===== src/rtl/dp_exec_pkg.sv =====
// Shared encodings for the data-processing execute unit.
// Assumes 32-bit instruction words; the field positions are fixed by the encoding.
package dp_exec_pkg;

    typedef enum logic [3:0] {
        OP_AND = 4'd0,  OP_EOR = 4'd1,  OP_SUB = 4'd2,  OP_RSB = 4'd3,
        OP_ADD = 4'd4,  OP_ADC = 4'd5,  OP_SBC = 4'd6,  OP_RSC = 4'd7,
        OP_TST = 4'd8,  OP_TEQ = 4'd9,  OP_CMP = 4'd10, OP_CMN = 4'd11,
        OP_ORR = 4'd12, OP_MOV = 4'd13, OP_BIC = 4'd14, OP_MVN = 4'd15
    } alu_op_e;

    typedef enum logic [1:0] {
        SH_LSL = 2'd0, SH_LSR = 2'd1, SH_ASR = 2'd2, SH_ROR = 2'd3
    } shift_kind_e;

    // Flag vector bit positions
    localparam int FLG_N = 3;
    localparam int FLG_Z = 2;
    localparam int FLG_C = 1;
    localparam int FLG_V = 0;

endpackage


===== src/rtl/dpx_cond_eval.sv =====
// Predicate evaluator: decides from the 4-bit predicate and the flags
// whether the instruction takes effect. Purely combinational.
module dpx_cond_eval
    import dp_exec_pkg::*;
(
    input  logic [3:0] cond_i,
    input  logic [3:0] flags_i,
    output logic       pass_o
);
    logic n, z, c, v;
    assign n = flags_i[FLG_N];
    assign z = flags_i[FLG_Z];
    assign c = flags_i[FLG_C];
    assign v = flags_i[FLG_V];

    // Pick the predicate outcome for each code
    always_comb begin
        unique case (cond_i)
            4'd0:    pass_o = z;
            4'd1:    pass_o = !z;
            4'd2:    pass_o = c;
            4'd3:    pass_o = !c;
            4'd4:    pass_o = n;
            4'd5:    pass_o = !n;
            4'd6:    pass_o = v;
            4'd7:    pass_o = !v;
            4'd8:    pass_o = c && !z;
            4'd9:    pass_o = !c || z;
            4'd10:   pass_o = (n == v);
            4'd11:   pass_o = (n != v);
            4'd12:   pass_o = !z && (n == v);
            4'd13:   pass_o = z || (n != v);
            4'd14:   pass_o = 1'b1;
            default: pass_o = 1'b0;
        endcase
    end
endmodule


===== src/rtl/dpx_operand.sv =====
// Second-operand former: a rotated 8-bit constant or a shifted register value,
// with the shifter carry. The shift amount comes from the instruction only;
// bit 4 (register-held amount) is out of scope and not decoded.
module dpx_operand
    import dp_exec_pkg::*;
#(
    parameter int DATA_W = 32,
    parameter int IMM_W  = 8
) (
    input  logic                  use_imm_i,
    input  logic [3:0]            rot_i,
    input  logic [IMM_W-1:0]      imm_i,
    input  logic [1:0]            kind_i,
    input  logic [$clog2(DATA_W)-1:0] amt_i,
    input  logic [DATA_W-1:0]     rm_i,
    input  logic                  c_i,
    output logic [DATA_W-1:0]     op2_o,
    output logic                  carry_o
);
    localparam int SH_W = $clog2(DATA_W);

    logic [SH_W-1:0]     rot_amt;
    logic [DATA_W-1:0]   imm_ext;
    logic [2*DATA_W-1:0] imm_dbl;
    logic [DATA_W-1:0]   imm_val;
    logic [SH_W-1:0]     amt_m1;
    logic [DATA_W-1:0]   lsl_pre, lsr_pre, asr_pre;
    logic [2*DATA_W-1:0] ror_dbl;
    logic [DATA_W-1:0]   reg_val;
    logic                reg_carry;

    // Constant path: rotate the zero-extended byte right by twice the field
    always_comb begin
        rot_amt = SH_W'({rot_i, 1'b0});
        imm_ext = DATA_W'(imm_i);
        imm_dbl = {imm_ext, imm_ext} >> rot_amt;
        imm_val = imm_dbl[DATA_W-1:0];
    end

    // Register path: shift by amount-1 first so the carry bit sits at an end
    always_comb begin
        amt_m1  = amt_i - 1'b1;
        lsl_pre = rm_i << amt_m1;
        lsr_pre = rm_i >> amt_m1;
        asr_pre = DATA_W'($signed(rm_i) >>> amt_m1);
        ror_dbl = {rm_i, rm_i} >> amt_i;
        if (amt_i == '0) begin
            reg_val   = rm_i;
            reg_carry = c_i;
        end else begin
            unique case (shift_kind_e'(kind_i))
                SH_LSL: begin
                    reg_val   = lsl_pre << 1;
                    reg_carry = lsl_pre[DATA_W-1];
                end
                SH_LSR: begin
                    reg_val   = lsr_pre >> 1;
                    reg_carry = lsr_pre[0];
                end
                SH_ASR: begin
                    reg_val   = {asr_pre[DATA_W-1], asr_pre[DATA_W-1:1]};
                    reg_carry = asr_pre[0];
                end
                default: begin
                    reg_val   = ror_dbl[DATA_W-1:0];
                    reg_carry = ror_dbl[DATA_W-1];
                end
            endcase
        end
    end

    // Select the operand source and its carry
    always_comb begin
        if (use_imm_i) begin
            op2_o   = imm_val;
            carry_o = (rot_i == 4'd0) ? c_i : imm_val[DATA_W-1];
        end else begin
            op2_o   = reg_val;
            carry_o = reg_carry;
        end
    end
endmodule


===== src/rtl/dpx_alu.sv =====
// Sixteen-operation ALU with flag generation. Arithmetic uses a single adder
// fed with optionally inverted operands and a selected carry in.
module dpx_alu
    import dp_exec_pkg::*;
#(
    parameter int DATA_W = 32
) (
    input  logic [3:0]        op_i,
    input  logic [DATA_W-1:0] a_i,
    input  logic [DATA_W-1:0] b_i,
    input  logic [3:0]        flags_i,
    input  logic              sh_carry_i,
    output logic [DATA_W-1:0] res_o,
    output logic [3:0]        flags_o,
    output logic              writes_rd_o,
    output logic              compare_o
);
    logic [DATA_W-1:0] add_x, add_y;
    logic              add_cin;
    logic [DATA_W:0]   sum;
    logic              arith;
    logic [DATA_W-1:0] logic_res;
    logic              c_in;

    assign c_in = flags_i[FLG_C];

    // Choose adder inputs for the arithmetic operations
    always_comb begin
        add_x   = a_i;
        add_y   = b_i;
        add_cin = 1'b0;
        arith   = 1'b1;
        unique case (alu_op_e'(op_i))
            OP_SUB, OP_CMP: begin add_y = ~b_i; add_cin = 1'b1; end
            OP_RSB:         begin add_x = b_i; add_y = ~a_i; add_cin = 1'b1; end
            OP_ADD, OP_CMN: begin add_cin = 1'b0; end
            OP_ADC:         begin add_cin = c_in; end
            OP_SBC:         begin add_y = ~b_i; add_cin = c_in; end
            OP_RSC:         begin add_x = b_i; add_y = ~a_i; add_cin = c_in; end
            default:        arith = 1'b0;
        endcase
    end

    // Single carry-propagate adder
    assign sum = {1'b0, add_x} + {1'b0, add_y} + {{DATA_W{1'b0}}, add_cin};

    // Bitwise operations
    always_comb begin
        unique case (alu_op_e'(op_i))
            OP_AND, OP_TST: logic_res = a_i & b_i;
            OP_EOR, OP_TEQ: logic_res = a_i ^ b_i;
            OP_ORR:         logic_res = a_i | b_i;
            OP_MOV:         logic_res = b_i;
            OP_BIC:         logic_res = a_i & ~b_i;
            default:        logic_res = ~b_i;
        endcase
    end

    // Result and flag formation
    always_comb begin
        res_o = arith ? sum[DATA_W-1:0] : logic_res;
        flags_o[FLG_N] = res_o[DATA_W-1];
        flags_o[FLG_Z] = (res_o == '0);
        if (arith) begin
            flags_o[FLG_C] = sum[DATA_W];
            flags_o[FLG_V] = (add_x[DATA_W-1] == add_y[DATA_W-1]) &&
                             (sum[DATA_W-1] != add_x[DATA_W-1]);
        end else begin
            flags_o[FLG_C] = (alu_op_e'(op_i) == OP_TEQ) ? c_in : sh_carry_i;
            flags_o[FLG_V] = flags_i[FLG_V];
        end
    end

    // Compare-class operations discard the result and always set flags
    assign compare_o   = (op_i[3:2] == 2'b10);
    assign writes_rd_o = !compare_o;
endmodule


===== src/rtl/dp_exec_unit.sv =====
// Top of the predicated data-processing execute unit. Decodes the fields,
// evaluates the predicate, forms operand 2, runs the ALU and, if OUT_REG is 1,
// registers the outputs. Assumes operand values arrive already read.
module dp_exec_unit
    import dp_exec_pkg::*;
#(
    parameter int  DATA_W  = 32,
    parameter bit  OUT_REG = 1'b1
) (
    input  logic              clk,
    input  logic              rst_n,
    input  logic [31:0]       instr_i,
    input  logic [DATA_W-1:0] rn_val_i,
    input  logic [DATA_W-1:0] rm_val_i,
    input  logic [3:0]        flags_i,
    output logic [DATA_W-1:0] result_o,
    output logic              rd_we_o,
    output logic [3:0]        rd_idx_o,
    output logic [3:0]        flags_o
);
    localparam int SH_W = $clog2(DATA_W);

    logic              cond_ok, is_dp, exec;
    logic [DATA_W-1:0] op2, alu_res;
    logic              sh_carry, writes_rd, compare;
    logic [3:0]        alu_flags;
    logic [DATA_W-1:0] res_n;
    logic              we_n;
    logic [3:0]        flags_n;
    logic              unused_fields;

    // Register numbers of the operands and the register-amount bit are not used here
    assign unused_fields = ^{instr_i[19:16], instr_i[4], instr_i[3:0]};

    dpx_cond_eval u_cond (
        .cond_i  (instr_i[31:28]),
        .flags_i (flags_i),
        .pass_o  (cond_ok)
    );

    dpx_operand #(.DATA_W(DATA_W), .IMM_W(8)) u_opnd (
        .use_imm_i (instr_i[25]),
        .rot_i     (instr_i[11:8]),
        .imm_i     (instr_i[7:0]),
        .kind_i    (instr_i[6:5]),
        .amt_i     (instr_i[7+SH_W-1:7]),
        .rm_i      (rm_val_i),
        .c_i       (flags_i[FLG_C]),
        .op2_o     (op2),
        .carry_o   (sh_carry)
    );

    dpx_alu #(.DATA_W(DATA_W)) u_alu (
        .op_i        (instr_i[24:21]),
        .a_i         (rn_val_i),
        .b_i         (op2),
        .flags_i     (flags_i),
        .sh_carry_i  (sh_carry),
        .res_o       (alu_res),
        .flags_o     (alu_flags),
        .writes_rd_o (writes_rd),
        .compare_o   (compare)
    );

    // Gate write and flag update by instruction class and predicate
    always_comb begin
        is_dp   = (instr_i[27:26] == 2'b00);
        exec    = is_dp && cond_ok;
        we_n    = exec && writes_rd;
        flags_n = (exec && (instr_i[20] || compare)) ? alu_flags : flags_i;
        res_n   = alu_res;
    end

    generate
        if (OUT_REG) begin : g_reg
            // Output register with synchronous active-low reset
            always_ff @(posedge clk) begin
                if (!rst_n) begin
                    result_o <= '0;
                    rd_we_o  <= 1'b0;
                    rd_idx_o <= '0;
                    flags_o  <= '0;
                end else begin
                    result_o <= res_n;
                    rd_we_o  <= we_n;
                    rd_idx_o <= instr_i[15:12];
                    flags_o  <= flags_n;
                end
            end
        end else begin : g_comb
            logic unused_clk;
            assign unused_clk = clk ^ rst_n;
            assign result_o = res_n;
            assign rd_we_o  = we_n;
            assign rd_idx_o = instr_i[15:12];
            assign flags_o  = flags_n;
        end
    endgenerate
endmodule


===== config.mk =====
export PLATFORM = sky130hd
export DESIGN_NAME = dp_exec_unit
export DESIGN_NICKNAME = d
export VERILOG_FILES = /design/src/rtl/dp_exec_pkg.sv /design/src/rtl/dpx_cond_eval.sv /design/src/rtl/dpx_operand.sv /design/src/rtl/dpx_alu.sv /design/src/rtl/dp_exec_unit.sv
export SDC_FILE = /design/constraint.sdc
export NUM_CORES = 1
export LEC_CHECK = 0
export ABC_AREA = 1
export BUFFER_PORTS_ARGS = -buffer_cell sky130_fd_sc_hd__buf_4
export CAP_MARGIN = 20
export CORE_MARGIN = 2
export CORE_UTILIZATION = 40
export DETAILED_ROUTE_END_ITERATION = 12
export GPL_TIMING_DRIVEN = 0
export PLACE_DENSITY_LB_ADDON = 0.12
export SYNTH_ARGS = -nofsm -noshare
export SYNTH_HDL_FRONTEND = slang
export SYNTH_SLANG_ARGS = --single-unit
export TNS_END_PERCENT = 50

===== constraint.sdc =====
create_clock -name clk -period 13 [get_ports clk]
set_input_delay 0 -clock clk [delete_from_list [all_inputs] [get_ports clk]]
set_output_delay 0 -clock clk [all_outputs]
set_load 0.03 [all_outputs]

# Word level (Yosys, flattened, before mapping)

Index checks and enable logic that the tools add are counted.

Bitwise gates (word level): 6
Shift-type cells: 5
Reductions and logical operators: 28
Equality and inequality tests: 35
$add $sub $neg: 3
Multiplexer cells: 17

Operators with widths:

| cell                                                                  | number |
|---|---|
| 32-bit case mux with 5 select lines                                   | 1 |
| 32-bit two-way mux                                                    | 4 |
| 32-bit case mux with 3 select lines                                   | 1 |
| 32-bit AND                                                            | 2 |
| 32-bit NOT                                                            | 2 |
| 32-bit case mux with 2 select lines                                   | 1 |
| 64-bit by 5-bit >> shifter with 32-bit output                         | 1 |
| 4-bit equality test, second input constant                            | 14 |
| 40-bit by 5-bit >> shifter with 32-bit output                         | 1 |
| 32-bit by 32-bit adder with 33-bit output                             | 1 |
| 33-bit by 1-bit adder with 33-bit output                              | 1 |
| 4-bit by 3-bit equality test with 1-bit output, second input constant | 8 |
| 32-bit logical NOT                                                    | 1 |
| 32-bit OR                                                             | 1 |
| 32-bit by 5-bit << shifter with 32-bit output                         | 1 |
| 32-bit by 5-bit >> shifter with 32-bit output                         | 1 |
| 32-bit by 5-bit >>> shifter with 32-bit output                        | 1 |
| 32-bit XOR                                                            | 1 |
| 4-bit by 2-bit equality test with 1-bit output, second input constant | 4 |
| 1-bit case mux with 15 select lines                                   | 1 |
| 4-bit logical NOT                                                     | 3 |
| 3-bit OR reduction                                                    | 3 |
| 4-bit by 1-bit equality test with 1-bit output, second input constant | 2 |
| 8-bit OR reduction                                                    | 1 |
| 16 further kinds                                                      | 37 |

Output and inout port bits: 41
Bits of input ports: 102
Logic and storage cells: 98
Flip-flop bits (word level): 41

# Depth between registers and ports, before layout

Depth after elaboration: 13
Mapped depth: 44
Mapped depth without buffers: 41

# Cells and area by module

From an unflattened synthesis, not the netlist that was laid out.

Cells, all modules: 2886
Area total of the unflattened synthesis: 14660.3 µm²

Modules (own cells, without submodules):

| module        | area an instance (µm²) | cells each | seq. area each (µm²) | times used |
|---|---|---|---|---|
| dpx_operand   | 7324.5                 | 1546       | 0.0                  | 1 |
| dpx_alu       | 5821.8                 | 1131       | 0.0                  | 1 |
| dp_exec_unit  | 1285.0                 | 154        | 820.8                | 1 |
| dpx_cond_eval | 229.0                  | 55         | 0.0                  | 1 |

# Worst setup path after synthesis

Ideal clock, no wire load.

Kind: in2reg
Start: input port instr_i[7]
End: register flags_o[2]
Arrival: 4557 ps
Path buffers: 5
Library setup time: 71 ps
Data required time: 12929 ps
Path slack: 8372 ps
Cell stages on the path: 33
Path through: buf_6 -> inv_8 -> buf_6 -> ha_1 -> buf_2 -> buf_2 -> clkbuf_1 -> o211ai_1 -> nand3_1 -> nand3_1 -> o21ai_0 -> a21oi_1 -> nand2_1 -> nand2_1 -> nand2_1 -> nand2_2 -> o21ai_0 -> fa_1 -> inv_1 -> fa_1 -> o21ai_0 -> a21oi_1 -> o21ai_0 -> nand4_1 -> a21oi_1 -> nor2_1 -> a21oi_1 -> nand2_1 -> nor2_1 -> nand2_1 -> nor2_1 -> nand3_1 -> a21oi_1

Cells in the longest elaborated chain, start to end: 12
Elaborated cells on any way between the ends: 23
Classes of those cells: add/sub (3); shift (5); mux (8); bitwise (5); reduce/logical (2)

Ends and longest elaborated chain:

| item                                                                         | line               | RTL |
|---|---|---|
| start: declaration                                                           | dp_exec_unit.sv:12 | `input logic [31:0] instr_i,` |
| 5-bit by 1-bit subtractor with 5-bit output                                  | dpx_operand.sv:42  | `amt_m1 = amt_i - 1'b1;` |
| 32-bit by 5-bit >>> shifter with 32-bit output, or another cell as far along | dpx_operand.sv:45  | `asr_pre = DATA_W'($signed(rm_i) >>> amt_m1);` |
| 32-bit case mux with 3 select lines                                          | dpx_operand.sv:51  | `unique case (shift_kind_e'(kind_i))` |
| 32-bit two-way mux                                                           | dpx_operand.sv:47  | `if (amt_i == '0) begin` |
| 32-bit two-way mux *                                                         | dpx_operand.sv:74  | `if (use_imm_i) begin` |
| 32-bit NOT                                                                   | --                 |  |
| 32-bit case mux with 2 select lines                                          | dpx_alu.sv:33      | `unique case (alu_op_e'(op_i))` |
| 32-bit by 32-bit adder with 33-bit output                                    | dpx_alu.sv:45      | `assign sum = {1'b0, add_x} + {1'b0, add_y} + {{DATA_W{1'b0}}, add_cin};` |
| 33-bit by 1-bit adder with 33-bit output                                     | dpx_alu.sv:45      |  |
| 32-bit two-way mux *                                                         | dpx_alu.sv:61      | `res_o = arith ? sum[DATA_W-1:0] : logic_res;` |
| 32-bit logical NOT *                                                         | dpx_alu.sv:63      | `flags_o[FLG_Z] = (res_o == '0);` |
| 4-bit two-way mux *                                                          | dp_exec_unit.sv:70 | `flags_n = (exec && (instr_i[20] \|\| compare)) ? alu_flags : flags_i;` |
| end signal: assignment                                                       | dp_exec_unit.sv:87 | `flags_o <= flags_n;` |
| end: declaration                                                             | dp_exec_unit.sv:19 | `output logic [3:0] flags_o` |

Every way passes the cells marked *; elsewhere a longest branch is shown, timed or not.
A chain may end at the register's enable or synchronous reset.

# Worst setup path in the final report

Start: input port instr_i[8]
End: register flags_o[2]

The elaborated chain is that of the path after synthesis.

==> results.sh <==
export IMPL_outcome="complete, no violations"
export IMPL_cts_sinks=41
export IMPL_cts_tree="done"
export IMPL_vias=21409
export IMPL_syn_num_nets=2989
export IMPL_grt_pass1_wl_um=122000
export IMPL_swShare_pct=58.6
export IMPL_synth_adder_area_share_pct=5.99
export IMPL_antenna_found_initial=0
export IMPL_final_layout_size_suffix_gt1_share_pct=11.4
export IMPL_startpoint="instr_i[8]"
export IMPL_final_cell_mix="nand2_1, nand3_1, inv_1"
export IMPL_diodes=0
export IMPL_yosysTopAreaCell="nand3_1"
export IMPL_maxSlewViolCount=0
export IMPL_criticalPathCategory="primary input to register"
export IMPL_power_density_nw_per_um2=82.4
export IMPL_start_kind="primary input"
export IMPL_synth_cells=2820
export IMPL_setup_tns_ps=0
export IMPL_cp_required_ps=13220
export IMPL_synth_compound_area_share_pct=16.8
export IMPL_critPathSlowestCell="o21ai_0"
export IMPL_drcViolationCount=0
export IMPL_combPwrFrac_pct=76.2
export IMPL_synth_edf_count=0
export IMPL_cts_resized_gates=0
export IMPL_finalWirelength_um=84500
export IMPL_dpl_hpwl_um=69000
export IMPL_worst_pin_slew_ps=1020
export IMPL_place_gp_congestion=1.15
export IMPL_synth_flop_cell="dfxtp_1"
export IMPL_critical_path_most_common_cell="nand2_1"
export IMPL_muxShareOfSynthArea_pct=0
export IMPL_min_period_ps=7150
export IMPL_synth_area_leaders="nand3_1, nand2_1, o21ai_0"
export IMPL_final_common_cell="nand2_1"
export IMPL_ys_seq_area_share_pct=5.77
export IMPL_yosysWarnings=0
export IMPL_synth_top_family_by_area="simple AND/OR/NAND/NOR gates"
export IMPL_synth_top_cell_area_share_pct=23.7
export IMPL_core_area_um2=35300
export IMPL_synth_distinct_cells=59
export IMPL_synthesis_area_um2=14200
export IMPL_final_antenna_net_count=0
export IMPL_min_from="instr_i[26]"
export IMPL_synth_simple_area_share_pct=57.7
export IMPL_clockPowerShare_pct=12.6
export IMPL_hold_end="rd_we_o$_SDFF_PN0_"
export IMPL_synthXorXnorAreaFrac_pct=0.615
export IMPL_clk_pin_slew_worst_paths_ps=60
export IMPL_rsz0062_at_grt="false"
export IMPL_multiInputGateArea_um2=11500
export IMPL_first_pass_iters=9
export IMPL_synth_seq_cells=41
export IMPL_dieArea_um2=37100
export IMPL_viasPerCell=6.23
export IMPL_async_flop_share_pct=0
export IMPL_fin_nets=3143
export IMPL_fillers=4039
export IMPL_seqCellArea_um2=821
export IMPL_cpPeakStageDelay_ps=790
export IMPL_arrival_ps=7380
export IMPL_min_delay_path_depth=4
export IMPL_irDropWorstVdd_mv=0.0813
export IMPL_num_rows=69
export IMPL_p_int_w=0.000551
export IMPL_initial_core_util_pct=40.3
export IMPL_cts_buffers_inserted=5
export IMPL_ios=143
export IMPL_crit_path_max_fanout=11
export IMPL_cts_max_level=2
export IMPL_grt_usage_pct=44.8
export IMPL_die_h_um=193
export IMPL_fin_crit_sh_pct=55.0
export IMPL_io_buffers=134
export IMPL_timing_fmax_mhz=140
export IMPL_leakagePower_nw=8.46
export IMPL_grt_overflow_total=0
export IMPL_routedWlPerCell_um=24.6
export IMPL_grt_pass1_vias=19313
export IMPL_place_area_um2=15800
export IMPL_first_iter_violations=3320
export IMPL_max_cap_violations=0
export IMPL_setup_viol_count_final=0
export IMPL_seqPwrFrac_pct=11.2
export IMPL_switching_power_w=0.000779
export IMPL_stdcell_area_um2=16100
export IMPL_finalHoldViolations=0
export IMPL_relSlewSlack_pct=31.4
export IMPL_min_path_type="primary input to register"
export IMPL_endpoint_kind="register"
export IMPL_areaGrowthSynthToFinish_pct=13.4
export IMPL_synth_avg_cell_area_um2=5.05
export IMPL_cts_buffer_depth=2
export IMPL_root_buffer="clkbuf_16"
export IMPL_die_w_um=193
export IMPL_grt_max_degree=15
## sequential cells by signal (all words and copies together), names as in the netlist
signal and flops:
rd_idx_o 4, result_o 32, flags_o 4, rd_we_o 1
## critical path: cells and delay by family
kind,cells,cell delay (ps)
AO/OA/AOI/OAI,9,3040
XOR/XNOR,1,130
adder cells (fa/ha/maj),3,980
buffers and inverters,8,1370
AND/OR/NAND/NOR,16,1820
## power groups by stage
| stage | registers (W) | clock network (W) | logic, W |
|---|---|---|---|
| final | 0.000149 | 0.000168 | 0.00101 |
| after global routing | 0.000151 | 0.000175 | 0.00109 |
| after CTS | 0.000149 | 0.000171 | 0.000962 |
| after detailed placement | 0.000152 | 0 | 0.000954 |
| after global placement | 0.000151 | 0 | 0.000949 |
| after floorplan | 0.000189 | 0 | 0.000586 |
## synth_stat cells (2+ instances only)
cell and count:
nand2_1 848, nand3_1 675, inv_1 229, nor2_1 226
o21ai_0 203, a21oi_1 113, clkbuf_1 67, ha_1 65
nand2_2 60, buf_2 42, dfxtp_1 41, buf_6 24
o21ai_1 24, a211oi_1 22, buf_4 15, nor3_1 14
buf_1 13, nand3_2 12, o211ai_1 11, inv_2 10
a21oi_2 8, a31oi_1 8, o221ai_1 8, nand4_1 6
xnor2_1 6, o21bai_1 5, o31ai_1 5, or2_2 5
nand2_4 4, nor2_4 4, xor2_1 4, a21o_1 3
a22oi_1 3, clkinv_1 3, nor2_2 3, o21a_1 3
buf_8 2, fa_1 2, nand3b_1 2, nor4_1 2
o21ai_2 2
## per-stage QoR
step / worst slack (ps) / cells / power (W) / hold WS (ps) / utilization, %
after floorplan: 8370 / 2820 / 0.000775 / 93.5 / -
after global placement: 6070 / 3415 / 0.00110 / 183 / 44.8
after detailed placement: 6000 / 3415 / 0.00111 / 191 / 44.8
after CTS: 6300 / 3436 / 0.00128 / 5.24 / 45.7
after global routing: 5450 / 3436 / 0.00141 / 59.1 / 45.7
final: 5850 / 3436 / 0.00133 / 10.1 / 45.7
## logic make-up after synthesis
family	after synthesis
flip-flops	41
XOR/XNOR	10
buffers and inverters	409
adder cells (fa/ha/maj)	67
AND/OR/NAND/NOR	1865
AO/OA/AOI/OAI	428
## cell type report
class | instances | share of cell area, %
repair buffers | 147 | 7.04
multi-input cells | 2370 | 71.5
clock buffers | 5 | 0.775
clock inverters | 3 | 0.426
inverters | 245 | 5.79
well taps | 461 | 3.57
flip-flops and latches | 41 | 5.08
plain buffers | 164 | 5.84
## per-layer routing
layer | vias to the layer above | part of all wire, % | global-route usage (%)
met5 | - | 0 | 0
met4 | 0 | 4.2 | 15.5
met3 | 224 | 16 | 16.2
met2 | 1574 | 39 | 62.5
met1 | 9904 | 41 | 62.5
li1 | 9707 | - | -
## how the worst max path moves through the flow
stage | end | slack [ps] | depth (start not counted)
after floorplan | flags_o[2]$_SDFF_PN0_ | 8370 | 33
after global placement | flags_o[2]$_SDFF_PN0_ | 6070 | 34
after detailed placement | flags_o[2]$_SDFF_PN0_ | 6000 | 36
after CTS | flags_o[2]$_SDFF_PN0_ | 6300 | 36
after global routing | flags_o[2]$_SDFF_PN0_ | 5450 | 36
final | flags_o[2]$_SDFF_PN0_ | 5850 | 37
## timing repair
item	CTS	global route
setup buffers	0	0
hold buffers	13	0
hold endpoints to repair	8	0
Power figures use the tool's default switching activity.
